<file path="src/rtl/irc_pkg.sv">
package irc_pkg;
    localparam int LVL_W   = 2;
    localparam int NUM_LVL = 4;
    localparam int DATA_W  = 32;
    localparam int LVL_LSB = 30;

    typedef enum logic [1:0] {
        KIND_PRIO  = 2'd0,
        KIND_REQ   = 2'd1,
        KIND_CAUSE = 2'd2,
        KIND_RSVD  = 2'd3
    } reg_kind_e;

    typedef enum logic [1:0] {
        ST_IDLE     = 2'd0,
        ST_MASKABLE = 2'd1,
        ST_NMI      = 2'd2
    } arb_state_e;
endpackage

</file>
<file path="src/rtl/irc_sample.sv">
module irc_sample #(
    parameter int N_GROUPS = 4,
    parameter int GRP_W    = 16,
    localparam int N_LINES = N_GROUPS * GRP_W
) (
    input  logic                clk,
    input  logic                rst_n,
    input  logic [N_LINES-1:0]  irq_i,
    input  logic                nmi_i,
    output logic [N_LINES-1:0]  irr_o,
    output logic [N_GROUPS-1:0] grp_req_o,
    output logic                nmi_q_o
);
    always_ff @(posedge clk or negedge rst_n) begin
        if (!rst_n) begin
            irr_o   <= '0;
            nmi_q_o <= 1'b0;
        end else begin
            irr_o   <= irq_i;
            nmi_q_o <= nmi_i;
        end
    end

    for (genvar g = 0; g < N_GROUPS; g++) begin : g_or
        assign grp_req_o[g] = |irr_o[g*GRP_W +: GRP_W];
    end
endmodule

</file>
<file path="src/rtl/irc_prio_regs.sv">
module irc_prio_regs #(
    parameter int N_GROUPS = 4,
    parameter int OFF_W    = 14,
    localparam int GIDX_W  = (N_GROUPS > 1) ? $clog2(N_GROUPS) : 1
) (
    input  logic                            clk,
    input  logic                            rst_n,
    input  logic                            we_i,
    input  logic [GIDX_W-1:0]               grp_i,
    input  logic [1:0]                      lvl_i,
    input  logic [OFF_W-1:0]                off_i,
    output logic [N_GROUPS-1:0][1:0]        lvl_o,
    output logic [N_GROUPS-1:0][OFF_W-1:0]  off_o
);
    for (genvar g = 0; g < N_GROUPS; g++) begin : g_reg
        always_ff @(posedge clk or negedge rst_n) begin
            if (!rst_n) begin
                lvl_o[g] <= '0;
                off_o[g] <= '0;
            end else if (we_i && grp_i == GIDX_W'(g)) begin
                lvl_o[g] <= lvl_i;
                off_o[g] <= off_i;
            end
        end
    end
endmodule

</file>
<file path="src/rtl/irc_level_pick.sv">
module irc_level_pick #(
    parameter int N_GROUPS = 4,
    localparam int GIDX_W  = (N_GROUPS > 1) ? $clog2(N_GROUPS) : 1
) (
    input  logic [N_GROUPS-1:0]            grp_req_i,
    input  logic [N_GROUPS-1:0][1:0]       lvl_i,
    output logic [3:0]                     found_o,
    output logic [3:0][GIDX_W-1:0]         idx_o
);
    for (genvar l = 0; l < 4; l++) begin : g_lvl
        always_comb begin
            found_o[l] = 1'b0;
            idx_o[l]   = '0;
            for (int g = 0; g < N_GROUPS; g++) begin
                if (!found_o[l] && grp_req_i[g] && lvl_i[g] == 2'(l)) begin
                    found_o[l] = 1'b1;
                    idx_o[l]   = GIDX_W'(g);
                end
            end
        end
    end
endmodule

</file>
<file path="src/rtl/grp_irq_ctrl.sv">
module grp_irq_ctrl
    import irc_pkg::*;
#(
    parameter int N_GROUPS = 4,
    parameter int GRP_W    = 16,
    parameter int OFF_W    = 14,
    localparam int N_LINES = N_GROUPS * GRP_W,
    localparam int GIDX_W  = (N_GROUPS > 1) ? $clog2(N_GROUPS) : 1,
    localparam int SEL_W   = (GIDX_W > 2) ? GIDX_W : 2,
    localparam int ADDR_W  = 2 + SEL_W
) (
    input  logic               clk,
    input  logic               rst_n,
    input  logic [N_LINES-1:0] irq_i,
    input  logic               nmi_i,
    input  logic [3:0]         cpu_mask_i,
    input  logic               gm_i,
    input  logic [ADDR_W-1:0]  reg_addr_i,
    input  logic               reg_we_i,
    input  logic [31:0]        reg_wdata_i,
    output logic [31:0]        reg_rdata_o,
    output logic               irq_valid_o,
    output logic               irq_nmi_o,
    output logic [1:0]         irq_level_o,
    output logic [OFF_W-1:0]   irq_offset_o
);
    logic [N_LINES-1:0]             irr_flat;
    logic [N_GROUPS-1:0]            grp_req;
    logic                           nmi_q;
    logic [N_GROUPS-1:0][1:0]       lvl_q;
    logic [N_GROUPS-1:0][OFF_W-1:0] off_q;
    logic [3:0]                     lvl_found;
    logic [3:0][GIDX_W-1:0]         lvl_idx;
    logic [3:0]                     lvl_valid;
    logic                           any_valid;
    logic [1:0]                     win_lvl;
    logic [OFF_W-1:0]               win_off;
    arb_state_e                     state_q, state_d;
    logic [1:0]                     level_q;
    logic [OFF_W-1:0]               off_out_q;

    reg_kind_e          kind;
    logic [SEL_W-1:0]   sel;
    logic [GIDX_W-1:0]  sel_g;
    logic               sel_ok;
    logic               prio_we;
    logic               unused_wdata;

    assign kind   = reg_kind_e'(reg_addr_i[ADDR_W-1 -: 2]);
    assign sel    = reg_addr_i[SEL_W-1:0];
    assign sel_g  = sel[GIDX_W-1:0];
    assign sel_ok = int'(sel) < N_GROUPS;
    assign prio_we = reg_we_i && kind == KIND_PRIO && sel_ok;
    assign unused_wdata = ^reg_wdata_i[LVL_LSB-1:OFF_W];

    irc_sample #(.N_GROUPS(N_GROUPS), .GRP_W(GRP_W)) u_sample (
        .clk       (clk),
        .rst_n     (rst_n),
        .irq_i     (irq_i),
        .nmi_i     (nmi_i),
        .irr_o     (irr_flat),
        .grp_req_o (grp_req),
        .nmi_q_o   (nmi_q)
    );

    irc_prio_regs #(.N_GROUPS(N_GROUPS), .OFF_W(OFF_W)) u_prio (
        .clk   (clk),
        .rst_n (rst_n),
        .we_i  (prio_we),
        .grp_i (sel_g),
        .lvl_i (reg_wdata_i[LVL_LSB +: LVL_W]),
        .off_i (reg_wdata_i[OFF_W-1:0]),
        .lvl_o (lvl_q),
        .off_o (off_q)
    );

    irc_level_pick #(.N_GROUPS(N_GROUPS)) u_pick (
        .grp_req_i (grp_req),
        .lvl_i     (lvl_q),
        .found_o   (lvl_found),
        .idx_o     (lvl_idx)
    );

    // masking and highest-level selection
    always_comb begin
        any_valid = 1'b0;
        win_lvl   = 2'd0;
        for (int l = 0; l < NUM_LVL; l++) begin
            lvl_valid[l] = lvl_found[l] && !cpu_mask_i[l] && !gm_i;
            if (lvl_valid[l]) begin
                any_valid = 1'b1;
                win_lvl   = 2'(l);
            end
        end
        win_off = off_q[lvl_idx[win_lvl]];
    end

    // next-state logic
    always_comb begin
        state_d = state_q;
        unique case (state_q)
            ST_IDLE: begin
                if (nmi_q)          state_d = ST_NMI;
                else if (any_valid) state_d = ST_MASKABLE;
            end
            ST_MASKABLE: begin
                if (nmi_q)           state_d = ST_NMI;
                else if (!any_valid) state_d = ST_IDLE;
            end
            ST_NMI: begin
                if (!nmi_q) state_d = any_valid ? ST_MASKABLE : ST_IDLE;
            end
            default: state_d = ST_IDLE;
        endcase
    end

    // state register
    always_ff @(posedge clk or negedge rst_n) begin
        if (!rst_n) state_q <= ST_IDLE;
        else        state_q <= state_d;
    end

    // output register
    always_ff @(posedge clk or negedge rst_n) begin
        if (!rst_n) begin
            level_q   <= '0;
            off_out_q <= '0;
        end else begin
            unique case (state_d)
                ST_NMI: begin
                    level_q   <= 2'd3;
                    off_out_q <= '0;
                end
                ST_MASKABLE: begin
                    level_q   <= win_lvl;
                    off_out_q <= win_off;
                end
                default: begin
                    level_q   <= '0;
                    off_out_q <= '0;
                end
            endcase
        end
    end

    assign irq_valid_o  = state_q != ST_IDLE;
    assign irq_nmi_o    = state_q == ST_NMI;
    assign irq_level_o  = level_q;
    assign irq_offset_o = off_out_q;

    // register read port
    always_comb begin
        reg_rdata_o = '0;
        unique case (kind)
            KIND_PRIO: begin
                if (sel_ok) begin
                    reg_rdata_o[LVL_LSB +: LVL_W] = lvl_q[sel_g];
                    reg_rdata_o[OFF_W-1:0]        = off_q[sel_g];
                end
            end
            KIND_REQ: begin
                if (sel_ok) reg_rdata_o[GRP_W-1:0] = irr_flat[sel_g*GRP_W +: GRP_W];
            end
            KIND_CAUSE: begin
                reg_rdata_o[31]         = lvl_found[sel[1:0]];
                reg_rdata_o[GIDX_W-1:0] = lvl_idx[sel[1:0]];
            end
            default: reg_rdata_o = '0;
        endcase
    end
endmodule

</file>
<file path="config.mk">
export PLATFORM = sky130hd
export DESIGN_NAME = grp_irq_ctrl
export DESIGN_NICKNAME = d
export VERILOG_FILES = /design/src/rtl/irc_pkg.sv /design/src/rtl/irc_sample.sv /design/src/rtl/irc_prio_regs.sv /design/src/rtl/irc_level_pick.sv /design/src/rtl/grp_irq_ctrl.sv
export SDC_FILE = /design/constraint.sdc
export NUM_CORES = 1
export LEC_CHECK = 0
export BUFFER_PORTS_ARGS = -buffer_cell sky130_fd_sc_hd__clkbuf_2
export CORE_MARGIN = 8
export CORE_UTILIZATION = 30
export DETAILED_ROUTE_END_ITERATION = 8
export PLACE_DENSITY = 0.51
export SYNTH_ARGS = -nofsm -noshare
export SYNTH_HDL_FRONTEND = slang
export SYNTH_SLANG_ARGS = --single-unit
</file>
<file path="constraint.sdc">
create_clock -name clk -period 6.6 [get_ports clk]
set_clock_uncertainty 0.15 [all_clocks]
set_input_delay 0.66 -clock clk [delete_from_list [all_inputs] [get_ports clk]]
set_output_delay 0.66 -clock clk [all_outputs]
set_load 0.05 [all_outputs]
</file>
==> impl_metrics.yaml <==
logic_synthesis:
  synth-edff-count: 0
  synthSimpleGateAreaFrac_pct: 9.19
  synth_area_leaders: "dfrtp_1 53%, mux4_2 11%, mux2_2 9.8%, mux2i_1 6.4%, nor4_2 1.8%"
  synthAdderAreaFrac_pct: 0.362
  syn_avg_cell_area_um2: 14.7
  synthTopCellsByCount: "147 x dfrtp_1, 60 x mux2_2, 44 x mux2i_1, 35 x mux4_2, 25 x nor2_1"
  synth_ff_type: "dfrtp_1"
  ys_seq_elements: 147
  yosys_warnings: 0
  synthXorXnorAreaFrac_pct: 0
  synth_compound_area_share_pct: 5.79
  synth_cell_types: 56
  synth_top_cell_by_area: "dfrtp_1"
  synth_cells: 472
  muxShareOfSynthArea_pct: 27.5
  async_reset_ff_share_pct: 100
  syn-cell-area_um2: 6920
  synth_top_family_by_area: "multiplexers"
  synth_top_area_share_pct: 53.2
  yosysSeqAreaShare_pct: 53.2
  post-synth-top-count-cell: "dfrtp_1"
flow_run:
  cap_violations: 0
placed_design:
  place.detailed.hpwl_um: 13800
  dp_slack_ns: 2.54
  port_buffers: 128
  place_congestion: 0.859
sta:
  maxSlewViolCount: 0
  layout_setup_ws_ns: 2.32
  tightest_slew_ns: 1.03
  period_minus_slack_ns: 4.28
  fmax_mhz: 234
  hold_viol_final: 0
  fin_tns_setup_ns: 0
  relSlewSlack_pct: 31.1
  post-route-period-util_pct: 64.8
  final-setup-viol-count: 0
  rsz0062_at_grt: "false"
cts:
  clkLatencyLatePin_ns: 0.42
  cts-root-buf: "clkbuf_16"
  post_cts_buffers: 0
  cts_sinks: 147
  htree_levels: 4
  cts_tree: "built"
  clk_path_buf_depth: 2
  cts.clk_slew.worst_paths_ns: 0.06
  cts_resized: 0
  cts_buffers: 17
  hold_buffers: 0
global_route:
  grt_pass1_wl_um: 29400
  grtUsageTotal_pct: 13.7
  grt_antenna_before_repair: 1
  grt_max_degree: 78
  grt_pass1_vias: 4971
  gr-total-overflow: 0
worst_setup_path:
  path_max_fanout: 8
  slowest_stage: "nor4_1"
  setup.worst_path.start: "u_sample.irr_o[20]$_DFF_PN0_"
  cpPeakStageDelay_ns: 0.69
  worstSetupPathType: "flop to output pin"
  cp.required_ns: 5.79
  rrSetupSlack_ns: 2.46
  worstPathArrival_ns: 3.47
  critPathLaunchType: "flop"
  end_kind: "output pin"
  path_cells: "nor4_1, nand4_2, a32oi_1, nand3_1, mux4_2, mux2i_1, nor2_1, clkbuf_2"
  reg2reg_from: "u_sample.irr_o[20]$_DFF_PN0_"
floorplanning:
  rows: 55
  die_w_um: 168
  ios: 159
  die_area_um2: 28200
  die_h_um: 168
  core_um2: 22600
  start_util_pct: 30.5
routing:
  dr_total_vias: 4459
  drtIter0Drc: 226
  postRouteAntennaNets: 0
  drt_first_pass_iters: 4
  wl_per_cell_um: 21.0
  drc: 0
  finalWirelength_um: 18800
  vias_per_cell: 4.97
final_layout:
  area_growth_syn_to_layout_pct: 20.4
  layout-drive-gt1-share_pct: 47.5
  fin_nets: 713
  diodes: 0
run_status:
  status: "completed"
power:
  p_leak_nw: 3.73
  peakVddDrop_mv: 0.146
  p_per_area_nw_per_um2: 324
hold_path:
  worstHoldPathType: "input port to asynchronous set/reset pin"
[cells in the final DEF, fill, tap and decap left out, drive strengths merged, types with 6 or more instances in the layout]
cell type and count:
dfrtp 147, clkbuf 145, mux2 60, mux2i 44
mux4 35, nor2 26, nor4 18, nand2 15
o22ai 15, conb 14, inv 11, buf 7
nor2b 6, nand3 6, clkinv 6
[through the flow]
step / hold slack [ns] / util [%] / std cells / total power, mW / instance area [um^2]
floorplan: 0.214 / - / 485 / 1.67 / 6970
global placement: 0.359 / 34.5 / 868 / 1.84 / 7800
detailed placement: 0.366 / 34.5 / 868 / 1.86 / 7800
CTS: 0.147 / 36.8 / 897 / 2.74 / 8330
global route: 0.171 / 36.8 / 897 / 2.84 / 8330
finish: 0.119 / 36.8 / 897 / 2.70 / 8330
[path summary, 6_finish.rpt]
check                                               end  cells after the start
max                                     reg_rdata_o[31]                      8
min                        u_sample.irr_o[11]$_DFF_PN0_                      1
max reg2reg                   irq_offset_o[0]$_DFF_PN0_                     10
min reg2reg                u_prio.off_o[54]$_DFFE_PN0P_                      1
max in group asynchronous   u_prio.off_o[3]$_DFFE_PN0P_                      2
min in group clk           u_sample.irr_o[51]$_DFF_PN0_                      1
[area by class of cell]
class                           instances  area (um^2)
Fill cell                            2161        14300
Sequential cell                       147         3680
Multi-Input combinational cell        294         3050
Timing Repair Buffer                  134          692
Clock buffer                           18          439
Tap cell                              285          357
Clock inverter                         11         82.6
Inverter                                8         30.0
[critical path: cells and delay by family (launching register included)]
family,cells,cell delay [ns]
AND/OR/NAND/NOR,4,1.25
multiplexers,2,0.65
AO/OA/AOI/OAI,1,0.47
flip-flops,1,0.39
buffers and inverters,1,0.27
[report_power, final]
part	switching, mW	internal [mW]	leakage, nW	total, mW
Sequential	0.102	1.03	1.79	1.13
Clock	0.378	0.486	0.255	0.864
Combinational	0.398	0.308	1.69	0.706
Total	0.878	1.82	3.73	2.70
[registers in the layout (all words and copies together) (netlist names)]
name,count
irq_level_o,2
irq_offset_o,14
state_q,2
u_prio.lvl_o,8
u_prio.off_o,56
u_sample.irr_o,64
u_sample.nmi_q_o,1
[per-layer routing]
| layer | share of wire, % | GRT usage [%] |
|---|---|---|
| met4 | 2.2 | 4.70 |
| met1 | 43 | 17.1 |
| met5 | 0.069 | 0 |
| met3 | 4.9 | 3.79 |
| met2 | 50 | 22.5 |
[kinds of logic after synthesis]
kind of cell    Yosys count
mux                     139
fa+ha+maj                 2
compound gates           47
simple gates             92
buf+inv                  44
other cells               1
flops                   147
No activity file was read; power rests on OpenSTA's default activity.
